$ cat src/rtl/hcw_pkg.sv
package hcw_pkg;

  localparam logic [7:0] OP_MBX_INIT  = 8'h01;
  localparam logic [7:0] OP_MBX_START = 8'h02;
  localparam logic [7:0] OP_INQUIRY   = 8'h04;
  localparam logic [7:0] OP_CONFIG    = 8'h0B;
  localparam logic [7:0] OP_XINIT     = 8'h81;
  localparam logic [7:0] OP_XSETUP    = 8'h8D;
  localparam logic [7:0] OP_WIDE      = 8'h96;

  typedef enum logic [1:0] {CK_NONE, CK_INIT24, CK_INIT32, CK_WIDE} commitKind_t;

  typedef struct packed {
    logic        known;
    logic [2:0]  nParams;
    logic [2:0]  nReply;
    logic        replyFromParam;
    logic        lsbFirst;
    commitKind_t kind;
    logic [7:0]  replyBase;
  } opInfo_t;

  // strobes from control to datapath
  typedef struct packed {
    logic        paramWr;
    logic        firstParam;
    logic        lsbFirst;
    logic        commit;
    commitKind_t kind;
    logic        cfgClear;
    logic        loadReply;
    logic [7:0]  replyOffset;
  } dpStrobe_t;

  function automatic opInfo_t opLookup(input logic [7:0] op);
    opInfo_t r;
    r = '0;
    r.kind = CK_NONE;
    case (op)
      OP_MBX_INIT:  begin r.known = 1'b1; r.nParams = 3'd4; r.kind = CK_INIT24; end
      OP_MBX_START: begin r.known = 1'b1; end
      OP_INQUIRY:   begin r.known = 1'b1; r.nReply = 3'd4; r.replyBase = 8'd0; end
      OP_CONFIG:    begin r.known = 1'b1; r.nReply = 3'd3; r.replyBase = 8'd4; end
      OP_XINIT:     begin r.known = 1'b1; r.nParams = 3'd5; r.lsbFirst = 1'b1; r.kind = CK_INIT32; end
      OP_XSETUP:    begin r.known = 1'b1; r.nParams = 3'd1; r.replyFromParam = 1'b1; r.replyBase = 8'd8; end
      OP_WIDE:      begin r.known = 1'b1; r.nParams = 3'd1; r.kind = CK_WIDE; end
      default:      r.known = 1'b0;
    endcase
    return r;
  endfunction

endpackage

$ cat src/rtl/hcw_ctrl.sv
module hcw_ctrl
  import hcw_pkg::*;
#(
  parameter int DIAG_CYCLES = 4
) (
  input  logic       clk,
  input  logic       rst_n,
  input  logic       wrEn,
  input  logic       rdEn,
  input  logic [1:0] addr,
  input  logic [7:0] wrData,
  output dpStrobe_t  strobe,
  output logic [7:0] statusByte,
  output logic [7:0] intrByte,
  output logic       irq,
  output logic       mbxStart,
  output logic       scsiBusReset
);
  localparam int DCW = $clog2(DIAG_CYCLES + 1);

  typedef enum logic [1:0] {S_IDLE, S_PARAM, S_REPLY, S_FINISH} state_t;

  state_t      state;
  logic        busyQ, dirRdyQ, lockoutQ, initReqQ, intCmdcQ, intBusRstQ;
  logic        mbxStartQ, busRstQ;
  logic [DCW-1:0] diagCnt;
  logic [2:0]  paramCnt, paramTotal;
  logic [7:0]  replyCnt, replyLen, curBase;
  logic        curLsb, curFromParam;
  commitKind_t curKind;

  logic ctrlWr, cmdWr, dataRd, hardRst, softRst, intRst, busRst;
  logic diagActive, readyFlag, startAccept, normalAccept, paramAccept, lastParam;
  logic [7:0] nextReplyLen;
  opInfo_t info;

  assign ctrlWr  = wrEn && (addr == 2'd0);
  assign cmdWr   = wrEn && (addr == 2'd1);
  assign dataRd  = rdEn && (addr == 2'd1);
  assign hardRst = ctrlWr && wrData[7];
  assign softRst = ctrlWr && wrData[6];
  assign intRst  = ctrlWr && wrData[5];
  assign busRst  = ctrlWr && wrData[4];

  assign info         = opLookup(wrData);
  assign diagActive   = (diagCnt != '0);
  assign readyFlag    = (state == S_IDLE) && !busyQ && !diagActive && !lockoutQ;
  assign startAccept  = cmdWr && (state == S_IDLE) && !busyQ && (wrData == OP_MBX_START);
  assign normalAccept = cmdWr && readyFlag && (wrData != OP_MBX_START);
  assign paramAccept  = cmdWr && (state == S_PARAM) && !busyQ;
  assign lastParam    = (paramCnt + 3'd1 == paramTotal);
  assign nextReplyLen = curFromParam ? wrData : replyLen;

  always_ff @(posedge clk) begin
    if (!rst_n) begin
      state <= S_IDLE; busyQ <= 1'b0; dirRdyQ <= 1'b0; lockoutQ <= 1'b0;
      initReqQ <= 1'b1; intCmdcQ <= 1'b0; intBusRstQ <= 1'b0;
      mbxStartQ <= 1'b0; busRstQ <= 1'b0; diagCnt <= '0;
      paramCnt <= '0; paramTotal <= '0; replyCnt <= '0; replyLen <= '0;
      curBase <= '0; curLsb <= 1'b0; curFromParam <= 1'b0; curKind <= CK_NONE;
    end else if (hardRst) begin
      state <= S_IDLE; busyQ <= 1'b0; dirRdyQ <= 1'b0; lockoutQ <= 1'b0;
      initReqQ <= 1'b1; intCmdcQ <= 1'b0; intBusRstQ <= busRst;
      mbxStartQ <= 1'b0; busRstQ <= busRst; diagCnt <= DCW'(DIAG_CYCLES);
    end else begin
      mbxStartQ <= startAccept;
      busRstQ   <= busRst;
      busyQ     <= 1'b0;
      if (diagActive) diagCnt <= diagCnt - DCW'(1);
      if (intRst) begin intCmdcQ <= 1'b0; intBusRstQ <= 1'b0; end
      if (softRst) begin
        state <= S_IDLE; dirRdyQ <= 1'b0; intCmdcQ <= 1'b0; intBusRstQ <= 1'b0;
      end else begin
        case (state)
          S_IDLE: begin
            if (startAccept) busyQ <= 1'b1;
            else if (normalAccept) begin
              busyQ <= 1'b1;
              if (!info.known) begin
                lockoutQ <= 1'b1;
                intCmdcQ <= 1'b1;
              end else begin
                curKind <= info.kind; curLsb <= info.lsbFirst;
                curBase <= info.replyBase; curFromParam <= info.replyFromParam;
                paramTotal <= info.nParams; paramCnt <= '0;
                replyLen <= {5'd0, info.nReply}; replyCnt <= '0;
                if (info.nParams != 3'd0) state <= S_PARAM;
                else if (info.nReply != 3'd0) state <= S_REPLY;
                else state <= S_FINISH;
              end
            end
          end
          S_PARAM: if (paramAccept) begin
            busyQ    <= 1'b1;
            paramCnt <= paramCnt + 3'd1;
            replyLen <= nextReplyLen;
            if (lastParam) state <= (nextReplyLen != 8'd0) ? S_REPLY : S_FINISH;
          end
          S_REPLY: begin
            if (!dirRdyQ) begin
              dirRdyQ  <= 1'b1;
              replyCnt <= replyCnt + 8'd1;
            end else if (dataRd) begin
              dirRdyQ <= 1'b0;
              if (replyCnt == replyLen) state <= S_FINISH;
            end
          end
          S_FINISH: begin
            intCmdcQ <= 1'b1;
            if (curKind == CK_INIT24 || curKind == CK_INIT32) initReqQ <= 1'b0;
            state <= S_IDLE;
          end
          default: state <= S_IDLE;
        endcase
      end
      if (busRst) intBusRstQ <= 1'b1;
    end
  end

  always_comb begin
    strobe.paramWr     = paramAccept && !hardRst && !softRst;
    strobe.firstParam  = (paramCnt == 3'd0);
    strobe.lsbFirst    = curLsb;
    strobe.commit      = (state == S_FINISH) && !hardRst && !softRst;
    strobe.kind        = curKind;
    strobe.cfgClear    = hardRst;
    strobe.loadReply   = (state == S_REPLY) && !dirRdyQ && !hardRst && !softRst;
    strobe.replyOffset = curBase + replyCnt;
  end

  assign statusByte   = {diagActive, 1'b0, initReqQ, readyFlag, busyQ, dirRdyQ, 1'b0, lockoutQ};
  assign intrByte     = {intBusRstQ | intCmdcQ, 3'b000, intBusRstQ, intCmdcQ, 2'b00};
  assign irq          = intrByte[7];
  assign mbxStart     = mbxStartQ;
  assign scsiBusReset = busRstQ;

  // busy never lasts two cycles
  assert_busy_single_R3: assert property (@(posedge clk) disable iff (!rst_n)
    busyQ |=> !busyQ);
  // a consumed reply byte drops data-in ready
  assert_dirrdy_consumed_R6: assert property (@(posedge clk) disable iff (!rst_n)
    (dataRd && dirRdyQ) |=> !dirRdyQ);
  // lockout only leaves through hard reset
  assert_lockout_hold_R11: assert property (@(posedge clk) disable iff (!rst_n)
    (lockoutQ && !hardRst) |=> lockoutQ);
  // start-mailbox raises no completion
  assert_start_quiet_R10: assert property (@(posedge clk) disable iff (!rst_n)
    (startAccept && !hardRst) |=> !$rose(intCmdcQ));
  // the finish step always posts completion
  assert_finish_complete_R9: assert property (@(posedge clk) disable iff (!rst_n)
    (state == S_FINISH && !hardRst && !softRst) |=> (intCmdcQ && state == S_IDLE));

endmodule

$ cat src/rtl/hcw_datapath.sv
module hcw_datapath
  import hcw_pkg::*;
#(
  parameter int CFG_BYTES = 16
) (
  input  logic                   clk,
  input  logic                   rst_n,
  input  dpStrobe_t              strobe,
  input  logic [7:0]             wrData,
  input  logic [CFG_BYTES*8-1:0] cfgBytes,
  input  logic [1:0]             addr,
  input  logic [7:0]             statusByte,
  input  logic [7:0]             intrByte,
  output logic [7:0]             rdData,
  output logic [7:0]             mbxCount,
  output logic [31:0]            mbxBase,
  output logic                   extMode,
  output logic                   wideMode
);
  logic [7:0]  stageCount, dataInQ, replySel, wrapIdx;
  logic [31:0] stageAddr;

  assign wrapIdx = strobe.replyOffset % 8'(CFG_BYTES);

  always_comb begin
    replySel = 8'h00;
    for (int i = 0; i < CFG_BYTES; i++)
      if (int'(wrapIdx) == i) replySel = cfgBytes[i*8 +: 8];
  end

  always_ff @(posedge clk) begin
    if (!rst_n) begin
      stageCount <= '0; stageAddr <= '0; dataInQ <= '0;
      mbxCount <= '0; mbxBase <= '0; extMode <= 1'b0; wideMode <= 1'b0;
    end else if (strobe.cfgClear) begin
      mbxCount <= '0; mbxBase <= '0; extMode <= 1'b0; wideMode <= 1'b0;
    end else begin
      if (strobe.paramWr) begin
        if (strobe.firstParam)   stageCount <= wrData;
        else if (strobe.lsbFirst) stageAddr <= {wrData, stageAddr[31:8]};
        else                      stageAddr <= {stageAddr[23:0], wrData};
      end
      if (strobe.commit) begin
        case (strobe.kind)
          CK_INIT24: begin mbxCount <= stageCount; mbxBase <= {8'h00, stageAddr[23:0]}; extMode <= 1'b0; end
          CK_INIT32: begin mbxCount <= stageCount; mbxBase <= stageAddr; extMode <= 1'b1; end
          CK_WIDE:   wideMode <= stageCount[0];
          default:   ;
        endcase
      end
      if (strobe.loadReply) dataInQ <= replySel;
    end
  end

  always_comb begin
    case (addr)
      2'd0:    rdData = statusByte;
      2'd1:    rdData = dataInQ;
      2'd2:    rdData = intrByte;
      default: rdData = 8'h00;
    endcase
  end

  // a 24-bit init never leaves upper address bits set
  assert_init24_upper_R4: assert property (@(posedge clk) disable iff (!rst_n)
    (strobe.commit && !strobe.cfgClear && strobe.kind == CK_INIT24) |=> (mbxBase[31:24] == 8'h00 && !extMode));
  // hard reset empties the mailbox configuration
  assert_hard_clear_R2: assert property (@(posedge clk) disable iff (!rst_n)
    strobe.cfgClear |=> (mbxCount == 8'h00 && mbxBase == 32'h0 && !extMode && !wideMode));

endmodule

$ cat src/rtl/host_cmd_window.sv
module host_cmd_window
  import hcw_pkg::*;
#(
  parameter int CFG_BYTES   = 16,
  parameter int DIAG_CYCLES = 4
) (
  input  logic                   clk,
  input  logic                   rst_n,
  input  logic                   wrEn,
  input  logic                   rdEn,
  input  logic [1:0]             addr,
  input  logic [7:0]             wrData,
  output logic [7:0]             rdData,
  input  logic [CFG_BYTES*8-1:0] cfgBytes,
  output logic                   irq,
  output logic                   mbxStart,
  output logic                   scsiBusReset,
  output logic [7:0]             mbxCount,
  output logic [31:0]            mbxBase,
  output logic                   extMode,
  output logic                   wideMode
);
  dpStrobe_t  strobe;
  logic [7:0] statusByte, intrByte;

  hcw_ctrl #(.DIAG_CYCLES(DIAG_CYCLES)) uCtrl (
    .clk(clk), .rst_n(rst_n), .wrEn(wrEn), .rdEn(rdEn), .addr(addr),
    .wrData(wrData), .strobe(strobe), .statusByte(statusByte),
    .intrByte(intrByte), .irq(irq), .mbxStart(mbxStart),
    .scsiBusReset(scsiBusReset)
  );

  hcw_datapath #(.CFG_BYTES(CFG_BYTES)) uData (
    .clk(clk), .rst_n(rst_n), .strobe(strobe), .wrData(wrData),
    .cfgBytes(cfgBytes), .addr(addr), .statusByte(statusByte),
    .intrByte(intrByte), .rdData(rdData), .mbxCount(mbxCount),
    .mbxBase(mbxBase), .extMode(extMode), .wideMode(wideMode)
  );

endmodule

$ cat config.mk
export PLATFORM = sky130hd
export DESIGN_NAME = host_cmd_window
export DESIGN_NICKNAME = d
export VERILOG_FILES = /design/src/rtl/hcw_pkg.sv /design/src/rtl/hcw_ctrl.sv /design/src/rtl/hcw_datapath.sv /design/src/rtl/host_cmd_window.sv
export SDC_FILE = /design/constraint.sdc
export NUM_CORES = 1
export LEC_CHECK = 0
export CORE_MARGIN = 2
export CORE_UTILIZATION = 30
export CTS_BUF_LIST = sky130_fd_sc_hd__clkbuf_16
export CTS_CLUSTER_SIZE = 10
export DETAILED_ROUTE_END_ITERATION = 8
export GPL_TIMING_DRIVEN = 0
export PLACE_DENSITY = 0.53
export SYNTH_ARGS = -nofsm -noshare
export SYNTH_HDL_FRONTEND = slang
export SYNTH_SLANG_ARGS = --single-unit
$ cat constraint.sdc
create_clock -name clk -period 3.26 [get_ports clk]
set_clock_uncertainty 0.15 [all_clocks]
set_input_delay 0.652 -clock clk [delete_from_list [all_inputs] [get_ports clk]]
set_output_delay 0.652 -clock clk [all_outputs]
set_load 0.01 [all_outputs]
# Word level (Yosys, flattened, before mapping)

Cells that the tools add are included.

Muxes and demuxes: 72
Bitwise gates (word level): 7
Add/sub/neg operators: 4
Equality and inequality tests: 42
Reductions and logical operators: 61

Operators with widths:

| cell                  | number |
|---|---|
| $mux W8               | 25 |
| $pmux W32 S2          | 1 |
| $eq A4 B4 Y1 const B  | 8 |
| $mux W32              | 1 |
| $pmux W8 S2           | 2 |
| $eq A8 B8 Y1 const B  | 3 |
| $logic_and A1 B1 Y1   | 24 |
| $pmux W8 S3           | 1 |
| $mux W1               | 18 |
| $mux W2               | 9 |
| $mux W3               | 6 |
| $eq A4 B3 Y1 const B  | 4 |
| $ne A2 B1 Y1 const B  | 7 |
| $reduce_and A7 Y1     | 2 |
| $pmux W3 S2           | 2 |
| $eq A2 B2 Y1 const B  | 5 |
| $pmux W3 S3           | 1 |
| $reduce_and A3 Y1     | 3 |
| $reduce_bool A3 Y1    | 3 |
| $add A8 B1 Y8 const B | 1 |
| $eq A4 B2 Y1 const B  | 2 |
| $eq A8 B1 Y1 const B  | 1 |
| $eq A8 B2 Y1 const B  | 1 |
| $eq A8 B3 Y1 const B  | 1 |
| other kinds (31)      | 55 |

Flip-flop bits (word level): 133
Input bits: 142

# Longest topological paths before layout

Word-level depth: 18
Depth in mapped cells: 10
Depth with buffers taken out: 8

# By module

Synthesis repeated with hierarchy kept, for this count alone.

Cells, all modules: 957
Area total of the unflattened synthesis: 7912.6 um^2

By module, submodules not included:

| module       | sequential area each (um^2) | instances | cells an instance | area each (um^2) |
|---|---|---|---|---|
| hcw_datapath | 1801.7                      | 1         | 645               | 5253.8 |
| hcw_ctrl     | 780.7                       | 1         | 312               | 2658.8 |

# Least setup slack after synthesis

Ideal clock, no wire load.

Kind: input-to-reg
Start: input port wrData[4]
End: register uCtrl.replyLen[6]
Data required time: 2.993 ns
Library setup time: 0.117 ns
Arrival time: 2.512 ns
Buffers on the path: 1
Cell stages on the path: 7
Path slack: 0.480 ns
Cell sequence: buf_2 > or4b_4 > a211o_1 > o211ai_2 > a21oi_4 > or3_4 > a32o_1

Word-level cells in the longest chain between the ends: 5

Ends and longest elaborated chain:

| element                              | RTL line              | RTL |
|---|---|---|
| start, declared                      | host_cmd_window.sv:12 | `input logic [7:0] wrData,` |
| $eq A8 B1 Y1 (tied with other cells) | hcw_pkg.sv:39         | `case (op)` |
| $reduce_or A7 Y1 (no line)           | n/a                   |  |
| $mux W1                              | hcw_pkg.sv:39         |  |
| $ne A2 B1 Y1 (no line)               | n/a                   |  |
| $reduce_and A7 Y1 (no line) *        | n/a                   |  |
| end signal, assigned                 | hcw_ctrl.sv:96        | `replyLen <= nextReplyLen;` |
| end, declared                        | hcw_ctrl.sv:28        | `logic [7:0] replyCnt, replyLen, curBase;` |

Every way passes the cells marked *; elsewhere a longest branch is shown, timed or not.
A chain may end at the register's enable or synchronous reset.

# Worst setup path in the final report

Start: input port wrData[2]
End: register uCtrl.replyCnt[4]

Word-level cells in the longest chain between the ends: 5

Ends and longest elaborated chain:

| element                              | RTL line        | RTL |
|---|---|---|
| $eq A8 B1 Y1 (tied with other cells) | hcw_pkg.sv:39   |  |
| $reduce_or A7 Y1 (no line)           | n/a             |  |
| $mux W1                              | hcw_pkg.sv:39   |  |
| $ne A2 B1 Y1 (no line)               | n/a             |  |
| $reduce_and A7 Y1 (no line) *        | n/a             |  |
| end signal, assigned                 | hcw_ctrl.sv:102 | `replyCnt <= replyCnt + 8'd1;` |
| end, declared                        | hcw_ctrl.sv:28  |  |

Marked as above.

==> flow_metrics.py <==
metrics = {
    "cells_and_area": {
        "drive_above_1_share": 0.05841,
        "nets": 1275,
        "stdcell_area_sq_um": 10240,
        "area_growth_pct": 40.10,
        "fillCellCount": 2531,
        "multi_input_area_sq_um": 4404,
        "regArea_sq_um": 2582,
    },
    "worst_setup_path": {
        "crit_family": "buffers and inverters",
        "end_kind": "flop",
        "start_kind": "input pin",
        "worstPathCellList": "clkdlybuf4s50_1 -> clkbuf_1 -> and4b_1 -> nor3_4 -> nand2_1 -> o31ai_4 -> a21oi_1",
        "crit_type": "in2reg",
        "max_stage_delay_ns": 0.69,
        "critPathBufInv": 2,
        "cp_max_fo": 10,
        "cp.arrival_ns": 3.25,
        "slowest_stage": "clkdlybuf4s50_1",
        "critPathRequiredTime_ns": 3.40,
    },
    "routing": {
        "drcViolationCount": 0,
        "drtIter0Drc": 470,
        "avgRoutedWirePerCell_microns": 18.67,
        "drt_first_pass_iters": 4,
        "wl_microns": 27160,
        "viasPerCell": 5.179,
        "ant_nets": 0,
        "vias": 7535,
    },
    "hold_path": {
        "min_path_type": "reg2reg",
    },
    "power": {
        "p_seq_frac": 0.363,
        "p_clk_frac": 0.402,
        "leakagePower_nw": 3.914,
        "vdd_drop_max_mv": 0.3980,
        "p_total_w": 0.004719,
        "power_switching_w": 0.001425,
        "p_int_w": 0.003294,
        "comb_power_share": 0.235,
        "switching_share": 0.3021,
        "cellPowerDensity_nw_per_um2": 461.0,
    },
    "sta": {
        "worst_slew_pin_slew_ns": 0.8259,
        "period_needed_ns": 3.112,
        "fmax_mhz": 321.4,
        "finalHoldViolations": 0,
        "slew_viol_final": 0,
        "tns_ns": 0,
        "setup_viol": 0,
        "fin_crit_sh": 0.9544,
        "worst_slack_ns": 0.1485,
        "rsz0062_at_grt": "false",
        "slew_headroom": 0.4460,
    },
    "placement": {
        "placed_cell_area_sq_um": 9614,
        "place_ws_ns": -0.6950,
        "dp.final_hpwl_microns": 21480,
        "portBuffers": 190,
        "gp_congestion": 0.8815,
    },
    "yosys": {
        "synth-seq-cells": 129,
        "synthTopCellsByArea": "dfxtp_1 35%, nand2_1 8.2%, mux2i_1 7.0%",
        "synth_most_common_cell": "nand2_1",
        "syn-num-nets": 1066,
        "synth_area_sq_um": 7307,
        "syn-instance-count": 908,
        "yosysWarnings": 0,
        "synth_area_leader_cell": "dfxtp_1",
        "synth_top_area_frac": 0.3534,
        "synth_edf_count": 0,
        "seq_area_frac_synth": 0.3534,
        "synth_flop_cell": "dfxtp_1",
        "synth_common_cells": "160 x nand2_1, 129 x dfxtp_1, 84 x a21oi_1",
        "synth.avg_cell_area_sq_um": 8.047,
        "ys_types": 70,
        "synth-async-reset-ratio": 0,
    },
    "die": {
        "die_x_microns": 160.1,
        "rows": 57,
        "core_sq_um": 24110,
        "fp.dieH_microns": 160.1,
        "dieArea_sq_um": 25620,
        "floorplan.initialDensity": 0.3031,
        "ios": 195,
    },
    "run_status": {
        "status": "finished, final reports clean",
    },
    "clock_tree": {
        "cts.clk_slew.worst_paths_ns": 0.06,
        "cts_root_buf": "clkbuf_16",
        "cts_made_buffers": 17,
        "htree_levels": 4,
        "cts_hold_buffers": 0,
        "insertion_delay_ns": 0.43,
        "cts_tree": "built",
        "cts_setup_buffers": 0,
        "cts_num_sinks": 129,
        "clockBufferDepth": 2,
    },
    "global_routing": {
        "grt-ovfl-total": 0,
        "grt_pass1_vias": 7613,
        "grt.busiest_layer": "met2",
        "antenna_found_initial": 1,
        "gr-usage-all-layers": 0.2107,
        "grtUsageMet1": 0.2463,
        "grt_max_degree": 17,
        "gr-usage-met2": 0.3857,
        "grtUsageMet3": 0.04883,
        "grt_pass1_wl_microns": 42350,
    },
    "job": {
        "cap_violations": 0,
    },
}
## worst min-delay path, stage by stage, from the launching register on
cell and delay [ns]:
dfxtp_1 0.31, nand2_1 0.05, a21oi_1 0.05
## logic make-up after synthesis
family,count (synthesis),share of synthesized area
AOI/OAI and AO/OA,271,0.2584
and+or+nand+nor,338,0.2185
buffers and inverters,86,0.04743
xor gates and xnor gates,15,0.02192
adders and majority gates,16,0.02740
DFF,129,0.3534
muxes,53,0.07295
## metal layers
layer	vias up	part of all wire
li1	3715	-
met1	3598	0.42
met2	191	0.51
met3	31	0.052
met4	0	0.018
met5	-	0
## per-stage QoR
step	hold WS (ns)	std cells	utilization
after global placement	0.2905	1422	0.3988
final	0.3004	1455	0.4247
after CTS	0.3027	1454	0.4238
after global routing	0.3174	1454	0.4246
after detailed placement	0.2946	1422	0.3988
after floorplan	0.2758	908	-
## final cells by class
class | count | area share
multi-input combinational | 693 | 0.4302
timing repair buffer | 190 | 0.1857
antenna | 1 | 0.0002444
buffer | 68 | 0.02823
tap | 324 | 0.03960
sequential | 129 | 0.2523
clock buffer | 17 | 0.04155
clock inverter | 15 | 0.01564
inverter | 18 | 0.006600
## repair_timing
item | in CTS | in global routing
endpoints found under the hold margin | 0 | 0
resized for setup | 7 | 13
gates cloned | 0 | 0
endpoints found under the setup margin | 50 | 41
## path summary, 6_finish.rpt
kind / startpoint / end / slack (ns) / cells after the start
setup / recovery: wrData[2] / uCtrl.replyCnt[4] / 0.15 / 7
hold / removal: uData.mbxBase[28] / uData.mbxBase[28] / 0.30 / 2
setup reg to reg: uCtrl.replyCnt[0] / uData.dataInQ[6] / 0.27 / 8
hold reg to reg: uData.mbxBase[28] / uData.mbxBase[28] / 0.30 / 2
## power groups by stage
| stage | sequential [W] | clock, W | combinational [W] |
|---|---|---|---|
| after CTS | 0.00171 | 0.00193 | 0.00111 |
| final | 0.00171 | 0.00190 | 0.00111 |
| after floorplan | 0.00173 | 0 | 0.000640 |
| after detailed placement | 0.00175 | 0 | 0.00109 |
| after global placement | 0.00175 | 0 | 0.00109 |
| after global routing | 0.00172 | 0.00201 | 0.00121 |
## registers in the layout (all words and copies together) (netlist names), 2 cells and up
name              cells
uData.mbxBase        32
uData.stageAddr      32
uCtrl.state           2
uCtrl.paramTotal      2
uCtrl.replyLen        8
uData.stageCount      8
uCtrl.diagCnt         3
uData.dataInQ         8
uData.mbxCount        8
uCtrl.replyCnt        8
uCtrl.paramCnt        3
uCtrl.curKind         2
## layout by cell type (no fill, tap or decap), drive strengths merged, types with 4 or more instances in the layout
cell,n
nand3b,6
clkbuf,74
nor3,17
o221ai,4
o211ai,11
inv,22
a211oi,6
a32o,5
nand2b,7
ha,16
buf,11
nand3,29
clkdlybuf4s50,189
o31ai,14
or3,7
nor3b,7
xor2,10
o21ai,39
or4,7
a21boi,6
o211a,33
a21oi,85
o22ai,15
nand2,160
dfxtp,129
mux2i,51
nor2,51
nor2b,18
o21a,7
nor4,6
clkinv,6
a221o,7
a221oi,8
a22oi,9
and3,7
and2,6
o2bb2ai,5
Note: power is estimated with default switching activity, not from simulation.
